[config.mk]
export PLATFORM = sky130hd
export DESIGN_NAME = sdram_burst_rd
export DESIGN_NICKNAME = d
export VERILOG_FILES = /design/src/rtl/sdrd_pkg.sv /design/src/rtl/sdrd_rst_sync.sv /design/src/rtl/sdrd_addr_mux.sv /design/src/rtl/sdrd_seq.sv /design/src/rtl/sdrd_beat_pipe.sv /design/src/rtl/sdram_burst_rd.sv
export SDC_FILE = /design/constraint.sdc
export NUM_CORES = 1
export LEC_CHECK = 0
export ABC_AREA = 1
export BUFFER_PORTS_ARGS = -buffer_cell sky130_fd_sc_hd__clkbuf_2
export CORE_AREA = 4 4 71 123
export CTS_CLUSTER_SIZE = 14
export DETAILED_ROUTE_END_ITERATION = 7
export DIE_AREA = 0 0 75 127
export PLACE_DENSITY = 0.72
export SKIP_CTS_REPAIR_TIMING = 1
export SYNTH_ARGS = -nofsm -noshare
export SYNTH_HDL_FRONTEND = slang
export SYNTH_SLANG_ARGS = --single-unit
[constraint.sdc]
create_clock -name clk -period 7.87 [get_ports clk]
set_input_delay 1.574 -clock clk [delete_from_list [all_inputs] [get_ports clk]]
set_output_delay 1.574 -clock clk [all_outputs]
set_load 0.02 [all_outputs]
[src/rtl/sdrd_pkg.sv]
package sdrd_pkg;

  // Active-low {CS#, RAS#, CAS#, WE#}
  typedef enum logic [3:0] {
    CMD_NOP  = 4'b0111,
    CMD_ACTV = 4'b0011,
    CMD_READ = 4'b0101
  } sdrd_cmd_e;

  typedef enum logic [2:0] {
    S_IDLE,
    S_ACT,
    S_RD,
    S_GAP,
    S_RDA,
    S_DRAIN,
    S_TPC
  } sdrd_state_e;

  // Burst length programmed into the devices; the command spacing depends on it.
  localparam int BURST_LEN = 4;

endpackage

[src/rtl/sdrd_rst_sync.sv]
module sdrd_rst_sync (
  input  logic clk,
  input  logic rst_n,
  output logic rst_s_n
);

  logic [1:0] sync_q;

  always_ff @(posedge clk or negedge rst_n) begin
    if (!rst_n) sync_q <= 2'b00;
    else        sync_q <= {sync_q[0], 1'b1};
  end

  assign rst_s_n = sync_q[1];

endmodule

[src/rtl/sdrd_addr_mux.sv]
module sdrd_addr_mux #(
  parameter int ADDR_W = 22,
  parameter int DA_W   = 12,
  parameter int COL_W  = 8
) (
  input  logic [ADDR_W-1:0] addr_q,
  input  logic              row_phase,
  input  logic              second,
  input  logic              ap,
  output logic [DA_W-1:0]   dram_a
);

  localparam int PAD_W = DA_W - 2 - COL_W;
  localparam int BYTE_W = 2;

  logic [COL_W-1:0] col_base;
  logic [COL_W-1:0] col_step;
  logic [COL_W-1:0] col_word;
  logic             bank;

  assign col_base = addr_q[COL_W+BYTE_W-1:BYTE_W];
  assign col_step = second ? COL_W'(sdrd_pkg::BURST_LEN) : '0;
  assign col_word = col_base + col_step;
  assign bank     = addr_q[ADDR_W-1];

  always_comb begin
    if (row_phase) dram_a = addr_q[ADDR_W-1 -: DA_W];
    else           dram_a = {bank, ap, {PAD_W{1'b0}}, col_word};
  end

endmodule

[src/rtl/sdrd_seq.sv]
module sdrd_seq
  import sdrd_pkg::*;
#(
  parameter int ADDR_W  = 22,
  parameter int CL      = 2,
  parameter int TPC_CYC = 1
) (
  input  logic              clk,
  input  logic              rst_n,
  input  logic              req_i,
  input  logic [ADDR_W-1:0] addr_i,
  output logic              ack_o,
  output logic [ADDR_W-1:0] addr_q_o,
  output sdrd_cmd_e         cmd_o,
  output logic              row_phase_o,
  output logic              second_o,
  output logic              ap_o,
  output logic              issue_o
);

  localparam int DRAIN_CYC = CL + BURST_LEN - 1;
  localparam int CNT_W     = $clog2(DRAIN_CYC + TPC_CYC + BURST_LEN + 1);

  sdrd_state_e       state_q, state_d;
  logic [CNT_W-1:0]  cnt_q, cnt_d;
  logic [ADDR_W-1:0] addr_q;
  logic              addr_en;

  assign ack_o   = req_i & rst_n & (state_q == S_IDLE);
  assign addr_en = ack_o;

  always_comb begin
    state_d = state_q;
    cnt_d   = cnt_q;
    case (state_q)
      S_IDLE:  if (req_i) state_d = S_ACT;
      S_ACT:   state_d = S_RD;
      S_RD: begin
        state_d = S_GAP;
        cnt_d   = CNT_W'(BURST_LEN - 2);
      end
      S_GAP: begin
        if (cnt_q == '0) state_d = S_RDA;
        else             cnt_d   = cnt_q - 1'b1;
      end
      S_RDA: begin
        state_d = S_DRAIN;
        cnt_d   = CNT_W'(DRAIN_CYC - 1);
      end
      S_DRAIN: begin
        if (cnt_q == '0) begin
          state_d = S_TPC;
          cnt_d   = CNT_W'(TPC_CYC - 1);
        end else begin
          cnt_d = cnt_q - 1'b1;
        end
      end
      S_TPC: begin
        if (cnt_q == '0) state_d = S_IDLE;
        else             cnt_d   = cnt_q - 1'b1;
      end
      default: state_d = S_IDLE;
    endcase
  end

  always_ff @(posedge clk or negedge rst_n) begin
    if (!rst_n) begin
      state_q <= S_IDLE;
      cnt_q   <= '0;
    end else begin
      state_q <= state_d;
      cnt_q   <= cnt_d;
    end
  end

  always_ff @(posedge clk or negedge rst_n) begin
    if (!rst_n)       addr_q <= '0;
    else if (addr_en) addr_q <= addr_i;
  end

  always_comb begin
    case (state_q)
      S_ACT:        cmd_o = CMD_ACTV;
      S_RD, S_RDA:  cmd_o = CMD_READ;
      default:      cmd_o = CMD_NOP;
    endcase
  end

  assign addr_q_o    = addr_q;
  assign row_phase_o = (state_q == S_ACT);
  assign second_o    = (state_q == S_RDA);
  assign ap_o        = (state_q == S_RDA);
  assign issue_o     = (state_q == S_RD) | (state_q == S_RDA);

  AST_ACTV_AFTER_ACK: assert property (@(posedge clk) disable iff (!rst_n)
    ack_o |=> (cmd_o == CMD_ACTV));

  AST_READ_AFTER_ACTV: assert property (@(posedge clk) disable iff (!rst_n)
    (cmd_o == CMD_ACTV) |=> (cmd_o == CMD_READ));

  // BURST_LEN is fixed at 4 in the package, so the depth is a constant.
  AST_READA_SPACING: assert property (@(posedge clk) disable iff (!rst_n)
    (state_q == S_RDA) |-> $past(cmd_o == CMD_READ, 4));

  AST_ADDR_HOLD: assert property (@(posedge clk) disable iff (!rst_n)
    (state_q != S_IDLE) |=> $stable(addr_q));

endmodule

[src/rtl/sdrd_beat_pipe.sv]
module sdrd_beat_pipe #(
  parameter int CL   = 2,
  parameter int DQ_W = 32
) (
  input  logic            clk,
  input  logic            rst_n,
  input  logic            issue,
  input  logic [DQ_W-1:0] dq_i,
  output logic            beat_valid_o,
  output logic [DQ_W-1:0] beat_data_o
);

  localparam int BL   = sdrd_pkg::BURST_LEN;
  localparam int SH_W = CL + BL - 1;

  logic [SH_W-1:0] sh_q;
  logic            win;
  logic            vld_q;
  logic [DQ_W-1:0] data_q;

  // sh_q[i] is the issue pulse delayed by i+1 cycles.
  always_ff @(posedge clk or negedge rst_n) begin
    if (!rst_n) sh_q <= '0;
    else        sh_q <= {sh_q[SH_W-2:0], issue};
  end

  // Data is on the bus from CL to CL+BL-1 cycles after a read.
  always_comb begin
    win = 1'b0;
    for (int i = CL - 1; i < SH_W; i++) win = win | sh_q[i];
  end

  always_ff @(posedge clk or negedge rst_n) begin
    if (!rst_n) vld_q <= 1'b0;
    else        vld_q <= win;
  end

  always_ff @(posedge clk or negedge rst_n) begin
    if (!rst_n)   data_q <= '0;
    else if (win) data_q <= dq_i;
  end

  assign beat_valid_o = vld_q;
  assign beat_data_o  = data_q;

  AST_PIPE_OVERLAP: assert property (@(posedge clk) disable iff (!rst_n)
    $countones(sh_q) <= 2);

endmodule

[src/rtl/sdram_burst_rd.sv]
module sdram_burst_rd
  import sdrd_pkg::*;
#(
  parameter int ADDR_W  = 22,
  parameter int DA_W    = 12,
  parameter int COL_W   = 8,
  parameter int DQ_W    = 32,
  parameter int CL      = 2,
  parameter int TPC_CYC = 1
) (
  input  logic              clk,
  input  logic              rst_n,
  input  logic              req_i,
  input  logic [ADDR_W-1:0] addr_i,
  output logic              ack_o,
  output logic [3:0]        cmd_n_o,
  output logic [DA_W-1:0]   dram_a_o,
  input  logic [DQ_W-1:0]   dq_i,
  output logic              beat_valid_o,
  output logic [DQ_W-1:0]   beat_data_o
);

  logic              rst_s_n;
  logic [ADDR_W-1:0] addr_q;
  sdrd_cmd_e         cmd;
  logic              row_phase, second, ap, issue;

  sdrd_rst_sync u_rst (
    .clk     (clk),
    .rst_n   (rst_n),
    .rst_s_n (rst_s_n)
  );

  sdrd_seq #(
    .ADDR_W  (ADDR_W),
    .CL      (CL),
    .TPC_CYC (TPC_CYC)
  ) u_seq (
    .clk         (clk),
    .rst_n       (rst_s_n),
    .req_i       (req_i),
    .addr_i      (addr_i),
    .ack_o       (ack_o),
    .addr_q_o    (addr_q),
    .cmd_o       (cmd),
    .row_phase_o (row_phase),
    .second_o    (second),
    .ap_o        (ap),
    .issue_o     (issue)
  );

  sdrd_addr_mux #(
    .ADDR_W (ADDR_W),
    .DA_W   (DA_W),
    .COL_W  (COL_W)
  ) u_mux (
    .addr_q    (addr_q),
    .row_phase (row_phase),
    .second    (second),
    .ap        (ap),
    .dram_a    (dram_a_o)
  );

  sdrd_beat_pipe #(
    .CL   (CL),
    .DQ_W (DQ_W)
  ) u_pipe (
    .clk          (clk),
    .rst_n        (rst_s_n),
    .issue        (issue),
    .dq_i         (dq_i),
    .beat_valid_o (beat_valid_o),
    .beat_data_o  (beat_data_o)
  );

  assign cmd_n_o = cmd;

  AST_FIRST_READ_NO_AP: assert property (@(posedge clk) disable iff (!rst_s_n)
    ((cmd_n_o == CMD_READ) && ($past(cmd_n_o) == CMD_ACTV)) |-> !dram_a_o[10]);

  AST_IDLE_QUIET: assert property (@(posedge clk) disable iff (!rst_s_n)
    ack_o |-> !beat_valid_o);

  AST_RESET_NOP: assert property (@(posedge clk)
    !rst_s_n |-> (cmd_n_o == CMD_NOP) && !ack_o);

endmodule

# Yosys cells after proc, flatten, opt, wreduce, memory -nomap -nowiden
# Cells that the tools add are included.
[classes] n_eq_ne=11 n_addsub=2 mux=11 n_lt_le_gt_ge=0 reduce_logical=7 n_mul=0 div=0 shifts=0 n_bitwise=6
[op_table] operator="3-bit one-hot mux with 7 select lines" n=1
[op_table] operator="4-bit one-hot mux with 4 select lines" n=1
[op_table] operator="3-bit two-way mux" n=5
[op_table] operator="11-bit two-way mux" n=1
[op_table] operator="3-bit == test (second input constant)" n=3
[op_table] operator="8-bit adder" n=1
[op_table] operator="4-bit two-way mux" n=2
[op_table] operator="3-bit by 2-bit == test with 1-bit output (second input constant)" n=2
[op_table] operator="2-bit by 1-bit inequality test with 1-bit output (second input constant)" n=3
[op_table] operator="3-bit one-hot mux with 2 select lines" n=1
[op_table] operator="4-bit zero test" n=1
[op_table] operator="2-bit inequality test (second input constant)" n=2
[op_table] operator="1-bit bitwise OR" n=4
[op_table] operator="4-bit AND reduction" n=1
[op_table] operator="4-bit nonzero test" n=1
[op_table] operator="2-bit OR reduction" n=2
[op_table] operator="4-bit by 1-bit subtractor with 4-bit output (second input constant)" n=1
[op_table] operator="3-bit by 1-bit == test with 1-bit output (second input constant)" n=1
[op_table] operator="3-bit zero test" n=1
[op_table] operator="1-bit bitwise AND" n=2
[op_table] operator="2-bit AND reduction" n=1
[totals] ramBits=0 in_bits=57 out_inout_bits=50 rom_bits=0 latchBits=0 mem_count=0 register_bits=69 word_cells=44

# Logic depth before layout (Yosys ltp)
# Gate-level depths: netlist of run 1.
[depth] ltp_word=4 mapped_depth=11

# Modules after synthesis
# A second synthesis of run 1 with hierarchy kept.
[hier_totals] hier_cells=387 area_unflattened_um2=3176.8
[by_module_without_submodules] mod="sdrd_beat_pipe" area_each_um2=1463.9 cells_per_inst=146 seq_area_each_um2=950.9 instances=1
[by_module_without_submodules] mod="sdrd_seq" area_each_um2=1410.1 cells_per_inst=189 seq_area_each_um2=725.7 instances=1
[by_module_without_submodules] mod="sdrd_addr_mux" area_each_um2=249.0 cells_per_inst=49 seq_area_each_um2=0.0 instances=1
[by_module_without_submodules] mod="sdrd_rst_sync" area_each_um2=53.8 cells_per_inst=3 seq_area_each_um2=50.0 instances=1

# Worst setup path after synthesis of run 1
# No wires, ideal clock.
[synth_timing] path_type="register to output" startpoint="register u_rst.sync_q[1]" endpoint="output ack_o" path_stages_with_launch=4 setup_slack_ns=4.101 required_ns=6.296 t_arrival_ns=2.195 path_cell_list="dfrtp_1 -> nand3_2 -> clkinv_2 -> buf_6"
[synth_via] elab_chain_cells=2
[synth_rtl] item="start: declaration" line_no="sdrd_rst_sync.sv:7" source="logic [1:0] sync_q;"
[synth_rtl] item="start signal: assignment" line_no="sdrd_rst_sync.sv:11" source="else sync_q <= {sync_q[0], 1'b1};"
[synth_rtl] item="1-bit bitwise AND (2 in series)" line_no="sdrd_seq.sv:29" source="assign ack_o = req_i & rst_n & (state_q == S_IDLE);"
[synth_rtl] item="end: declaration" line_no="sdram_burst_rd.sv:15" source="output logic ack_o,"
# No other way between the ends.

# Final worst setup path of run 1
[layout_timing] startpoint="input req_i" endpoint="output ack_o"
[layout_via] elab_chain_cells=2
[layout_rtl] item="start: declaration" line_no="sdram_burst_rd.sv:13" source="input logic req_i,"
[layout_rtl] item="1-bit bitwise AND (2 in series)" line_no="sdrd_seq.sv:29"
# No other way between the ends.

==> results of run 1 <==
[cell type report]
class,count,area [um^2]
inverter,26,104
clock buffer,10,229
sequential,67,1680
timing repair buffer,104,526
tap,90,113
clock inverter,6,111
fill,726,3920
multi-input combinational,187,1120
[state kept, by name (all words and copies together), names as in the netlist]
name	cells
u_seq.addr_q_o	20
u_seq.cnt_q	4
u_pipe.beat_data_o	32
u_pipe.sh_q	5
u_seq.state_q	3
u_rst.sync_q	2
u_pipe.beat_valid_o	1
[per-layer routing]
layer	GRT usage (%)	vias up	share of wire, %
li1	-	1140	-
met1	16.2	1079	40
met2	22.6	86	51
met3	2.36	14	5.7
met4	7.55	0	2.7
met5	0	-	0
[placed cells by master, fill, tap and decap left out]
cell type,instances
ha_1,3
o21ai_0,12
clkbuf_16,9
nand3_1,13
inv_1,20
mux2_2,32
nand3_2,3
dfrtp_2,1
nor3_4,1
clkinv_2,2
clkbuf_2,102
a21o_1,1
clkinvlp_4,1
conb_1,3
clkbuf_1,1
inv_6,1
xnor2_1,1
buf_4,2
bufinv_16,3
inv_2,3
xor2_1,1
nand2_1,82
o22ai_1,1
a21oi_1,6
inv_4,2
and3_2,1
nor2_1,12
nand3_4,2
o21ai_2,1
nand2_4,2
nand2_2,2
o21ai_1,7
dfrtp_1,66
o21a_1,1
[report_power, final]
part / switching [mW] / internal (mW) / leakage, nW / total, mW
combinational: 0.490 / 0.313 / 1.07 / 0.803
sequential: 0.106 / 0.507 / 0.807 / 0.612
clock: 0.144 / 0.310 / 0.163 / 0.454
total: 0.739 / 1.13 / 2.04 / 1.87
[logic make-up after synthesis]
logic type                 count (synthesis)  share of synthesized area, %
xor gates and xnor gates                   2                         0.579
buffers and inverters                     41                          7.61
muxes                                     32                          11.9
AOI/OAI and AO/OA                         29                          5.13
other                                      2                         0.248
and+or+nand+nor                          118                          17.9
DFF                                       67                          55.4
adders and majority gates                  3                          1.24
[through the flow]
step                      hold slack (ps)  area, um^2  util [%]
after global routing                  363        3880      49.8
after detailed placement              340        3540      45.4
after floorplan                       331        3030         -
after CTS                             354        3880      49.8
final                                 352        3880      49.8
after global placement                336        3540      45.4
[worst reg2reg max path, delay by kind of cell, from the launching register on]
family | cells | cell delay [ps]
simple gates | 2 | 540
compound gates | 1 | 140
flops | 1 | 550
buf+inv | 1 | 390
[worst min path at each step]
stage | slack, ps | to | from
global route | 360 | u_pipe.sh_q[1]$_DFF_PN0_ | u_pipe.sh_q[0]$_DFF_PN0_
CTS | 350 | u_rst.sync_q[1]$_DFF_PN0_ | u_rst.sync_q[0]$_DFF_PN0_
global placement | 340 | u_pipe.sh_q[1]$_DFF_PN0_ | u_pipe.sh_q[0]$_DFF_PN0_
detailed placement | 340 | u_pipe.sh_q[1]$_DFF_PN0_ | u_pipe.sh_q[0]$_DFF_PN0_
finish | 350 | u_rst.sync_q[1]$_DFF_PN0_ | u_rst.sync_q[0]$_DFF_PN0_
floorplan | 330 | u_pipe.sh_q[1]$_DFF_PN0_ | u_pipe.sh_q[0]$_DFF_PN0_
==> results.md, run 1 <==
* Outcome: complete, no violations
* CP max stage delay at 390 ps
* Post-detail-place hpwl at 4740 um
* Yosys reg bits at 67
* Syn Area/Cell at 10.3 um^2
* Antenna violations before repair at 0
* Fin crit share at a little over half
* Die height at ~130 um
* Largest net degree at the start of global routing at 66
* Max-cap violation count at 0
* F_max at 0.242 GHz
* Critical Path RT at between 6000 and 7000 ps
* RSZ-0062 raised after global routing: false
* Non-filler cells, final at 490
* Commonest cells in the netlist: nand2_1 (82), dfrtp_1 (67), mux2_2 (32)
* Min cycle time layout at 4140 ps
* Pre-antenna DRT Iters at 4
* Die area at 0.00953 mm^2
* Reg2reg path depth at 4
* Worst-Margin Slew at 805 ps
* Count leader, synth: nand2_1
* Root Driver: clkbuf_16
* Reg-to-Reg Start: u_seq.state_q[1]$_DFFE_PN0P_
* Sequential fraction of the synthesis area at between 50% and 60%
* Setup crit end kind: output pin
* Fin Setup TNS at 0 ps
* Critical Path End: ack_o
* Worst Path Arrival at 2560 ps
* WL final at 6220 um
* FF-to-FF setup slack at 6110 ps
* P&R area growth vs syn at 28.3%
* Fraction of layout cells with a size suffix above 1 at 42.5%
* Crit path from: req_i
* Worst path cell trace: clkbuf_2 -> nand3_2 -> clkinv_2 -> clkbuf_2
* # placed instances at 474
* R2r endpoint: u_seq.addr_q_o[7]$_DFFE_PN0P_
* Clock latency on the worst-skew pair at between 300 and 400 ps
* Die Wd at 75 um
* CTS tree: done
* Antenna cells at 0
* DR vias/cell at roughly 4.7
* Drc violations at 0
* Mapped Area at 0.00303 mm^2
* PwrDens at 481 mW/mm^2
* Hold path cells at 0
* Final antenna-violating net count at 0
* Worst slew margin at a little under half
* Inserted Clock Buffers at 9
* Crit-path slowest cell: clkinv_2
* Clk slew on worst S/H paths at around 50 ps
* Total Power at ~1.9 mW
* P_leak at 2.04 nW
* Wire length of the first global-routing pass at approximately 10000 um
* Post-synthesis instance total at 294
* Starting Density at roughly two fifths
* Post-synth EDFFs at 0
* Worst Path Buf+Inv at 3
* Drt wl/cell at ~13 um
* Ys flop type: dfrtp_1
* Layout net count at approximately 460
* Clock Sinks at 67
* CP top delay family: buffers and inverters
* Vias in the first global route at 2259
* Clock skew at 6.71 ps
* Final global-route overflow total at 0
* Pins Over Slew Limit at 0
* Top Ports at 107
* Pre-CTS WS at 3720 ps
* H-tree levels at 3
* Final Hold Viols at 0
* Critical path's most frequent cell: clkbuf_2
* CP Launch Type: input port
* Initial DRC count at 90
* CP Max Fanout at 31
* Max Root-Sink Buffers at 2
* Ranking of synthesized cells by area: dfrtp_1 (55%), mux2_2 (12%), nand2_1 (10%)
* Yosys warning count at 0
* Yosys top cell area share at 55.4%
* FP Rows at 43
* Maximum vdd drop at 179 uV
* Vias at 2319
* Core footprint at 0.00780 mm^2
* GP Congestion at 0.781
* Final setup fails at 0
* IO buf count at roughly 100
* Hold Crit Class: reg2reg
* Critical path depth at 4
* Final worst slack at 3730 ps
* Async SR Flop Fraction at 100%
* Area leader, netlist: dfrtp_1
* Gr usage total at 13.6%
* Distinct cells, synth at 29
* Setup CP Type: in2out
(Power assumes the default switching activity.)
==> inputs of run 2 (changes only) <==
--- a/config.mk
+++ b/config.mk
@@ -5,13 +5,13 @@
 export SDC_FILE = /design/constraint.sdc
 export NUM_CORES = 1
 export LEC_CHECK = 0
-export ABC_AREA = 1
+export ABC_AREA = 0
 export BUFFER_PORTS_ARGS = -buffer_cell sky130_fd_sc_hd__clkbuf_2
-export CORE_AREA = 4 4 71 123
+export CORE_AREA = 4 4 70 121
 export CTS_CLUSTER_SIZE = 14
 export DETAILED_ROUTE_END_ITERATION = 7
-export DIE_AREA = 0 0 75 127
-export PLACE_DENSITY = 0.72
+export DIE_AREA = 0 0 74 125
+export PLACE_DENSITY = 0.75
 export SKIP_CTS_REPAIR_TIMING = 1
 export SYNTH_ARGS = -nofsm -noshare
 export SYNTH_HDL_FRONTEND = slang
==> constraint.sdc (replaced) <==
create_clock -name clk -period 3.8 [get_ports clk]
set_input_delay 0.76 -clock clk [delete_from_list [all_inputs] [get_ports clk]]
set_output_delay 0.76 -clock clk [all_outputs]
set_load 0.02 [all_outputs]
==> run 2 against run 1 <==
Non-clock buffer count rose by 3; die area is 2.9% lower; largest power group unchanged; highest routed layer unchanged; worst hold slack worse by 130 ps; first-iteration DRC count decreased by 19%; via count down 12%; sequential cell count is the same.
==> results.md, run 2 <==
* Outcome: complete, no violations
* Area leader, netlist: dfrtp_1
* Inserted Clock Buffers at 9 (unchanged)
* P&R area growth vs syn at 30.5%
* H-tree levels at 3 (unchanged)
* Largest net degree at the start of global routing at 66 (unchanged)
* Layout net count at 381 (-16%)
* Min cycle time layout at 3100 ps
* CP max stage delay at 640 ps (+250 ps)
* Maximum vdd drop at 354 uV (+97%)
* Most common cell after layout, fill and taps aside: clkbuf_2
* Fin Setup TNS at 0 ps (unchanged)
* Post-synth EDFFs at 0 (unchanged)
* CP Max Fanout at 16 (-48%)
* Final setup fails at 0 (unchanged)
* Core footprint at 0.00751 mm^2 (-3.7%)
* Post-synthesis compound-gate area fraction at 5.94% (+0.82 points)
* WL final at 6170 um (-0.77%)
* Simple-gate share of the synthesized area at 6.58% (-11 points)
* Final Hold Viols at 0 (unchanged)
* Yosys warning count at 0 (unchanged)
* P_leak at 1.87 nW (-8.2%)
* Die height at 125 um (-1.6%)
* Setup CP Type: reg2out
* Initial DRC count at 73 (-19%)
* Fraction of layout cells with a size suffix above 1 at 56.0% (+14 points)
* Ranking of synthesized cells by area: dfrtp_1 (57%), mux2_2 (21%), buf_6 (2.3%)
* Ys flop type: dfrtp_1
* XOR/XNOR Fraction of Synth Area at 1.78% (+1.2 points)
* Worst path cell trace: inv_1 -> nor3_4 -> mux2_2 -> clkbuf_2
* Starting Density at 39.2% (+0.43 points)
* Critical Path RT at 3040 ps (-3260 ps)
* Top Ports at 107 (unchanged)
* PwrDens at 993 mW/mm^2 (+110%)
* Drt wl/cell at 14.9 um (+18%)
* Largest family of logic cells by synthesized area: multiplexers
* Fillers at 646 (-11%)
* Clock Sinks at 67 (unchanged)
* Clock skew at 7.48 ps (+0.768 ps)
* Non-filler cells, final at 413 (-16%)
* Clk slew on worst S/H paths at 50 ps (about the same)
* Fin crit share at a little over 80%
* Yosys top cell area share at 56.9% (+1.5 points)
* Distinct cells, synth at 39 (+34%)
* Hold Crit Class: in2async
* IO buf count at 102 (unchanged)
* Pre-antenna DRT Iters at 4 (unchanged)
* Sequential fraction of the synthesis area at 56.9% (+1.5 points)
* Die area at 0.00925 mm^2 (-2.9%)
* Post-synthesis instance total at 218 (-26%)
* Final worst slack at 695 ps (-3040 ps)
* Reg-to-Reg Start: u_seq.cnt_q[0]$_DFFE_PN0P_
* Multi-input logic area at 0.00112 mm^2 (-0.22%)
* FP Rows at 42 (-2.3%)
* Post-layout util at 51.2% (+1.4 points)
* Most frequent cells in the layout: clkbuf_2 (102), dfrtp_1 (66), mux2_2 (54)
* Antenna cells at 0 (unchanged)
* Final global-route overflow total at 0 (unchanged)
* Vias in the first global route at 2073 (-8.2%)
* # placed instances at 398 (-16%)
* Setup crit end kind: output pin
* Commonest cells in the netlist: dfrtp_1 (67), mux2_2 (54), o21ai_0 (10)
* GP Congestion at 0.753 (-3.5%)
* Crit path from: u_seq.state_q[0]$_DFFE_PN0P_
* Pins Over Slew Limit at 0 (unchanged)
* Antenna violations before repair at 0 (unchanged)
* Sequential Area at 0.00168 mm^2 (unchanged)
* Post-detail-place hpwl at 4530 um (-4.5%)
* Mux contribution to synthesized area at 21.7% (+9.8 points)
* Async SR Flop Fraction at 100% (unchanged)
* Final antenna-violating net count at 0 (unchanged)
* Yosys reg bits at 67 (unchanged)
* RSZ-0062 raised after global routing: false
* Mapped Area at 0.00295 mm^2 (-2.6%)
* Synth Area in Adders at 1.61% (+0.37 points)
* Worst slew margin at 44.8% (-1.5 points)
* Vias at 2030 (-12%)
* Gr usage total at 14.1% (+0.49 points)
* Pre-CTS WS at 998 ps (-2720 ps)
* CP Launch Type: register
* Root Driver: clkbuf_16
* Clock latency on the worst-skew pair at 330 ps (about the same)
* CTS tree: done
* Count leader, synth: dfrtp_1
* Crit-path slowest cell: dfrtp_1
* Hold slack at 220 ps (-132 ps)
* Worst-Margin Slew at 827 ps (+22.5 ps)
* Drc violations at 0 (unchanged)
* Syn Area/Cell at 13.5 um^2 (+31%)
* Wire length of the first global-routing pass at 9910 um (-2.0%)
* Max Root-Sink Buffers at 2 (unchanged)
* Max-cap violation count at 0 (unchanged)
* DR vias/cell at 4.92 (+3.9%)
* Worst Path Arrival at 2340 ps (-220 ps)
* Die Wd at 74 um (-1.3%)
* Max reg flops at 32 (unchanged)
* F_max at between 0.3 and 0.4 GHz
## run 2: kinds of logic after synthesis
kind of cell,count (synthesis)
AND/OR/NAND/NOR,32
buffers and inverters,23
flip-flops,67
adder cells (fa/ha/maj),4
XOR/XNOR,6
other,2
AO/OA/AOI/OAI,27
multiplexers,57
## run 2: path summary, 6_finish.rpt
check	end	slack, ps	cells after the start
worst max-delay path	dram_a_o[0]	700	4
worst min-delay path	u_rst.sync_q[1]$_DFF_PN0_	220	1
worst max register to register	u_seq.cnt_q[1]$_DFFE_PN0P_	1840	6
worst min register to register	u_pipe.sh_q[1]$_DFF_PN0_	350	0
max in group asynchronous	u_seq.addr_q_o[7]$_DFFE_PN0P_	2770	1
min in group clk	u_pipe.sh_q[1]$_DFF_PN0_	350	0
## run 2: per-stage QoR
stage	total power, mW	cell area (um^2)
finish	3.82	3850
global route	4.07	3850
CTS	3.87	3850
detailed placement	2.84	3480
global placement	2.79	3480
floorplan	2.44	2950
## run 2: where the power goes
group          internal (mW)  switching (mW)
clock                  0.720           0.287
sequential              1.06           0.208
combinational          0.677           0.866
total                   2.46            1.36
## run 2: final cells by class
cell class | count | area share (%)
flip-flops and latches | 67 | 43.6
multi-input cells | 129 | 29.1
repair buffers | 107 | 14.2
clock buffers | 10 | 6.21
clock inverters | 5 | 3.25
well taps | 88 | 2.86
inverters | 7 | 0.683
## run 2: layer usage
metal,vias to the layer above,share of wire [%],track usage [%]
met1,977,36,14.6
li1,972,-,-
met3,14,6.5,4.18
met5,-,0,0
met4,0,2.2,6.51
met2,67,56,25.1
## run 2: critical path: cells and delay by family (launching register included)
kind	cells	cell delay, ps
muxes	1	400
buffers and inverters	2	380
and+or+nand+nor	1	590
DFF	1	640
